--- src/rtl/busy_poll_pkg.sv ---
package busy_poll_pkg;
  localparam int LANE_W  = 8;
  localparam int LANES   = 2;
  localparam int DATA_W  = LANE_W * LANES;
  localparam int POLL_BIT = LANE_W - 1;
  localparam int TOG_BIT  = LANE_W - 2;

  typedef enum logic [1:0] {
    RD_RELEASE = 2'd0,
    RD_PASS    = 2'd1,
    RD_STATUS  = 2'd2
  } rd_mode_e;
endpackage

--- src/rtl/bpr_strobe_edge.sv ---
module bpr_strobe_edge (
  input  logic clk,
  input  logic rst,
  input  logic chip_sel,
  input  logic out_en,
  output logic strobe,
  output logic rise
);
  logic strobe_q;

  assign strobe = chip_sel & out_en;
  assign rise   = strobe & ~strobe_q;

  always_ff @(posedge clk) begin
    if (rst) strobe_q <= 1'b0;
    else     strobe_q <= strobe;
  end

  AST_RISE_ONCE: assert property (@(posedge clk) disable iff (rst) rise |=> !rise);
endmodule

--- src/rtl/bpr_toggle.sv ---
module bpr_toggle (
  input  logic clk,
  input  logic rst,
  input  logic rise,
  input  logic busy,
  output logic tog_next
);
  logic tog_q;

  assign tog_next = tog_q ^ (rise & busy);

  always_ff @(posedge clk) begin
    if (rst) tog_q <= 1'b0;
    else     tog_q <= tog_next;
  end

  AST_TOG_FLIP: assert property (@(posedge clk) disable iff (rst) (rise && busy) |=> (tog_q != $past(tog_q)));
  AST_TOG_HOLD: assert property (@(posedge clk) disable iff (rst) !(rise && busy) |=> $stable(tog_q));
endmodule

--- src/rtl/bpr_lane_merge.sv ---
module bpr_lane_merge
  import busy_poll_pkg::*;
#(
  parameter int W    = LANE_W,
  parameter int PBIT = POLL_BIT,
  parameter int TBIT = TOG_BIT
) (
  input  rd_mode_e       mode,
  input  logic [W-1:0]   arr_lane,
  input  logic [W-1:0]   last_lane,
  input  logic           tog,
  input  logic           hit,
  output logic [W-1:0]   out_lane
);
  logic [W-1:0] base;

  always_comb begin
    base = hit ? '0 : arr_lane;
    base[PBIT] = ~last_lane[PBIT];
    base[TBIT] = tog;
    case (mode)
      RD_PASS:   out_lane = arr_lane;
      RD_STATUS: out_lane = base;
      default:   out_lane = '0;
    endcase
  end
endmodule

--- src/rtl/busy_status_responder.sv ---
module busy_status_responder
  import busy_poll_pkg::*;
#(
  parameter int AW = 16
) (
  input  logic              clk,
  input  logic              rst,
  input  logic              chip_sel,
  input  logic              out_en,
  input  logic              busy,
  input  logic [DATA_W-1:0] last_word,
  input  logic [AW-1:0]     last_addr,
  input  logic [AW-1:0]     rd_addr,
  input  logic [DATA_W-1:0] array_data,
  output logic [DATA_W-1:0] rd_data,
  output logic              rd_drive
);
  logic strobe, rise, tog_next, hit;
  rd_mode_e mode;
  logic [DATA_W-1:0] merged;

  bpr_strobe_edge u_edge (
    .clk(clk), .rst(rst), .chip_sel(chip_sel), .out_en(out_en),
    .strobe(strobe), .rise(rise)
  );

  bpr_toggle u_tog (
    .clk(clk), .rst(rst), .rise(rise), .busy(busy), .tog_next(tog_next)
  );

  assign hit = (rd_addr == last_addr);

  always_comb begin
    if (!strobe)   mode = RD_RELEASE;
    else if (busy) mode = RD_STATUS;
    else           mode = RD_PASS;
  end

  for (genvar g = 0; g < LANES; g++) begin : g_lane
    bpr_lane_merge #(.W(LANE_W), .PBIT(POLL_BIT), .TBIT(TOG_BIT)) u_merge (
      .mode(mode),
      .arr_lane(array_data[g*LANE_W +: LANE_W]),
      .last_lane(last_word[g*LANE_W +: LANE_W]),
      .tog(tog_next),
      .hit(hit),
      .out_lane(merged[g*LANE_W +: LANE_W])
    );
  end

  always_ff @(posedge clk) begin
    if (rst) begin
      rd_data  <= '0;
      rd_drive <= 1'b0;
    end else begin
      rd_data  <= merged;
      rd_drive <= strobe;
    end
  end

  AST_RELEASE: assert property (@(posedge clk) disable iff (rst) !(chip_sel && out_en) |=> (!rd_drive && rd_data == '0));
  AST_IDLE_PASS: assert property (@(posedge clk) disable iff (rst) (chip_sel && out_en && !busy) |=> (rd_data == $past(array_data)));
  AST_POLL_INV: assert property (@(posedge clk) disable iff (rst) (chip_sel && out_en && busy) |=> (rd_data[POLL_BIT] == !$past(last_word[POLL_BIT]) && rd_data[DATA_W-1] == !$past(last_word[DATA_W-1])));
  AST_TOG_PAIR: assert property (@(posedge clk) disable iff (rst) (chip_sel && out_en && busy) |=> (rd_data[TOG_BIT] == rd_data[LANE_W+TOG_BIT]));
endmodule

--- config.mk ---
export PLATFORM = sky130hd
export DESIGN_NAME = busy_status_responder
export DESIGN_NICKNAME = d
export VERILOG_FILES = /design/src/rtl/busy_poll_pkg.sv /design/src/rtl/bpr_strobe_edge.sv /design/src/rtl/bpr_toggle.sv /design/src/rtl/bpr_lane_merge.sv /design/src/rtl/busy_status_responder.sv
export SDC_FILE = /design/constraint.sdc
export NUM_CORES = 1
export LEC_CHECK = 0
export BUFFER_PORTS_ARGS = -buffer_cell sky130_fd_sc_hd__buf_2
export CAP_MARGIN = 40
export CORE_MARGIN = 1
export CORE_UTILIZATION = 30
export DETAILED_ROUTE_END_ITERATION = 10
export HOLD_SLACK_MARGIN = 0.06
export PLACE_DENSITY = 0.74
export REMOVE_ABC_BUFFERS = 1
export SLEW_MARGIN = 40
export SYNTH_ARGS = -nofsm -noshare
export SYNTH_HDL_FRONTEND = slang
export SYNTH_SLANG_ARGS = --single-unit
--- constraint.sdc ---
create_clock -name clk -period 1.5 [get_ports clk]
set_clock_uncertainty 0.15 [all_clocks]
set_input_delay 0.45 -clock clk [delete_from_list [all_inputs] [get_ports clk]]
set_output_delay 0.45 -clock clk [all_outputs]
set_load 0.02 [all_outputs]
; Word-level counts from Yosys, hierarchy flattened
; Cells that the tools add are included.
[classes]
n_bitwise = 7
n_lt_le_gt_ge = 0
n_mul = 0
n_addsub = 0
div_mod_pow = 0
n_reduce_logical = 0
n_eq_ne = 3
muxes = 6
shift = 0
[op_table]
columns = operator, count
row1 = 8-bit one-hot mux with 2 select lines, 2
row2 = 16-bit equality test, 1
row3 = 6-bit two-way mux, 2
row4 = 2-bit two-way mux, 2
row5 = 1-bit bitwise AND, 3
row6 = 1-bit inverter, 3
row7 = "2-bit by 1-bit equality test with 1-bit output, second input constant", 1
row8 = "2-bit equality test, second input constant", 1
row9 = 1-bit bitwise XOR, 1
[word_totals]
rom_bits = 0
in_bits = 69
latch_bits = 0
out_inout_bits = 17
wordCells = 19
n_memories = 0
mem_bits_rw = 0
ff_bits = 18

; Logic depth before layout (Yosys ltp)
[depth]
ltp_word = 5
mapped_depth = 6
depth_no_buf = 5

; By module
; From an unflattened synthesis, not the netlist that was laid out.
[hier_totals]
cells_unflattened = 114
area_unflattened_um2 = 1032.2
[by_module_without_submodules]
columns = module, seq_area_each_um2, area_per_inst_um2, cells_each, n_inst
row1 = busy_status_responder, 340.3, 641.9, 58, 1
row2 = bpr_lane_merge, 0.0, 143.9, 23, 2
row3 = bpr_toggle, 20.0, 57.6, 6, 1
row4 = bpr_strobe_edge, 20.0, 45.0, 4, 1

; Worst setup path after synthesis
; Ideal clock, no wire load.
[synth_path]
kind = input -> register
startpoint = input last_addr[6]
endpoint = register rd_data[10]
cell_stages = 5
arrival_ps = 1283
path_slack_ps = -66
setup_ps = 133
required_time_ps = 1217
path_buffers = 1
cell_sequence = xnor2_1 nand4_1 nor4_4 buf_6 a21oi_1
[synth_between]
elab_chain_len = 3
[synth_lines]
columns = item, line_no
row1 = "start, declared", busy_status_responder.sv:12  ; input logic [AW-1:0] last_addr,
row2 = 16-bit equality test, busy_status_responder.sv:31  ; assign hit = (rd_addr == last_addr);
row3 = 6-bit two-way mux, bpr_lane_merge.sv:18  ; base = hit ? '0 : arr_lane;
row4 = 8-bit one-hot mux with 2 select lines, bpr_lane_merge.sv:21  ; case (mode)
row5 = "end signal, assigned", busy_status_responder.sv:55  ; rd_data <= merged;
row6 = "end, declared", busy_status_responder.sv:15  ; output logic [DATA_W-1:0] rd_data,
; Every way passes these cells.
; A chain may end at the register's enable or synchronous reset.

; Worst setup path in the final report
[layout_path]
startpoint = input last_addr[4]
endpoint = register rd_data[9]
; The elaborated chain is that of the path after synthesis.

==> qor.yml <==
layout:
  antenna_cells: 0
  drive_gt1_share_pct: 50.6
  nNetsFinal: 232
  final_util_pct: 50.1
  fin_cells: 192
  fillCellCount: 250
  syn2layout_area_growth_pct: 57.2
  postLayoutCellArea_mm2: 0.00124
route:
  drt-pass1-iter-count: 4
  via_count: 855
  via_per_inst: 4.45
  first_iter_violations: 4
  drc: 0
  drt_wl_total_mm: 1.95
  route.detailed.wl_per_inst_um: 10.2
  ant_nets: 0
power_and_ir_drop:
  power_density_mw_per_mm2: 794
  cellLeakagePower_nw: 0.649
  max-vdd-ir-drop_mv: 0.408
run:
  drv_cap: 0
timing:
  finalSetupViolations: 0
  slew_headroom_pct: 88.1
  max_freq_ghz: 0.698
  tightest_slew_ps: 178
  hold_violations: 0
  period_needed_ps: 1430
  slew_viol_final: 0
  fin_crit_sh_pct: 95.5
  rsz0062_at_grt: "false"
  tns_ps: 0
  fin_ws_ps: 66.8
floorplanning:
  die_w_um: 53.3
  die_y_um: 53.3
  placementRows: 18
  ios: 86
  start_util_pct: 31.9
  core-area_mm2: 0.00248
  die_area_mm2: 0.00284
clocking:
  cts_tree: "built"
  post_cts_buffers: 0
  htree_levels: 1
  clk_path_buf_depth: 2
  clk_pin_slew_ps: 90
  insertion_delay_ps: 280
  cts_root_buf: "clkbuf_4"
  cts_resized: 0
  postCtsHoldBufs: 0
  cts_buffers: 3
  cts_sinks: 18
global_routing:
  grt_max_degree: 13
  antenna_found_initial: 0
  grt_pass1_wl_mm: 2.86
  grt_overflow: 0
  first_global_vias: 758
  grt_usage_pct: 14.2
logic_synthesis:
  synth_cells: 86
  ys_seq_area_share_pct: 45.6
  synth-seq-cells: 18
  yosysTopAreaCellShare_pct: 45.6
  syn_area_per_cell_um2: 9.18
  synth_area_um2: 790
  synth_cell_types: 19
  yosys_warnings: 0
  synth_top_area_cell: "dfxtp_1"
  synth_area_leaders: "dfxtp_1, xnor2_1, a21oi_1"
placed_design:
  dp.cells: 188
  io_buffers: 71
  gp_congestion: 0.691
  hpwl_mm: 1.67
  place_area_mm2: 0.00120
  post-place-ws_ps: -266
setup_path:
  crit_fanout: 12
  critPathLaunchType: "input port"
  rr_startpoint: "u_edge.strobe_q$_SDFF_PP0_"
  cp-end-kind: "register"
  critical_path_class: "in2reg"
  critPathSlowestCell: "nor4_4"
  cp-startpoint: "last_addr[4]"
  cp.arrival_ps: 1460
  crit_chain: "buf_2, xnor2_1, nand4_1, nor4_4, buf_4, a21oi_1"
  critPathMaxStageDelay_ps: 270
  required_ps: 1520
hold_path:
  min_from: "rst"
  hold_path.class: "in2reg"
outcome:
  status: "complete, no violations"
[flip-flops by register name, indices dropped and copies added (netlist names)]
signal           flops
u_edge.strobe_q      1
rd_data             16
u_tog.tog_q          1
[metal layers]
layer | global-route usage [%] | routed length, um
met3 | 1.72 | 201
met2 | 28.1 | 961
met4 | 6.58 | 10
met1 | 14.1 | 777
met5 | 0 | 0
[cell usage in the layout, fill, tap and decap left out, drive strengths merged]
master,n
xnor2,17
nand4,3
buf,76
nor2,3
nand4b,1
or2,1
xor2,1
inv,3
mux2i,2
nor4,1
and2,1
a21oi,14
clkbuf,4
nand3,1
nand2b,2
dfxtp,18
nand2,14
[worst max-delay path, delay by kind of cell]
family	cells	cell delay, ps
xor+xnor	1	150
buf+inv	2	320
compound gates	1	90
simple gates	2	440
[path summary, 6_finish.rpt]
path / end / slack [ps] / cells after the start
max: rd_data[9]$_SDFF_PP0_ / 70 / 6
min: u_tog.tog_q$_SDFF_PP0_ / 180 / 2
max reg2reg: u_tog.tog_q$_SDFF_PP0_ / 460 / 3
min reg2reg: u_tog.tog_q$_SDFF_PP0_ / 440 / 2
[Yosys cell counts, drive strengths merged]
| cell type | instances |
|---|---|
| dfxtp | 18 |
| nand2b | 2 |
| clkbuf | 1 |
| nor2 | 3 |
| a21oi | 14 |
| xnor2 | 17 |
| mux2i | 2 |
| inv | 3 |
| nand2 | 14 |
| or2 | 1 |
| nand3 | 1 |
| buf | 3 |
| xor2 | 1 |
| nand4b | 1 |
| nand4 | 3 |
| nor4 | 1 |
| and2 | 1 |
[cell type report]
class | count | area [um^2] | share of cell area [%]
multi-input cells | 61 | 390 | 31.5
inverters | 3 | 11.3 | 0.907
repair buffers | 76 | 405 | 32.7
flip-flops and latches | 18 | 360 | 29.0
clock buffers | 4 | 36.3 | 2.92
well taps | 30 | 37.5 | 3.02
[cell families after synthesis]
family,synth area share (%)
XOR/XNOR,20.0
multiplexers,2.54
buffers and inverters,4.91
flip-flops,45.6
AO/OA/AOI/OAI,8.88
AND/OR/NAND/NOR,18.1
[metrics by stage]
stage / hold WS (ps) / total power, mW
after floorplan: 349 / 0.602
after global placement: 371 / 0.712
after detailed placement: 416 / 0.720
after CTS: 169 / 1.00
after global routing: 170 / 1.04
final: 181 / 0.986
[power by group]
part           switching (mW)  total, mW  leakage, nW  internal (mW)
logic                  0.0938      0.209        0.482          0.116
registers             0.00476      0.497        0.147          0.492
clock network           0.132      0.280       0.0210          0.147
total                   0.231      0.986        0.649          0.755
(Power assumes the default switching activity.)
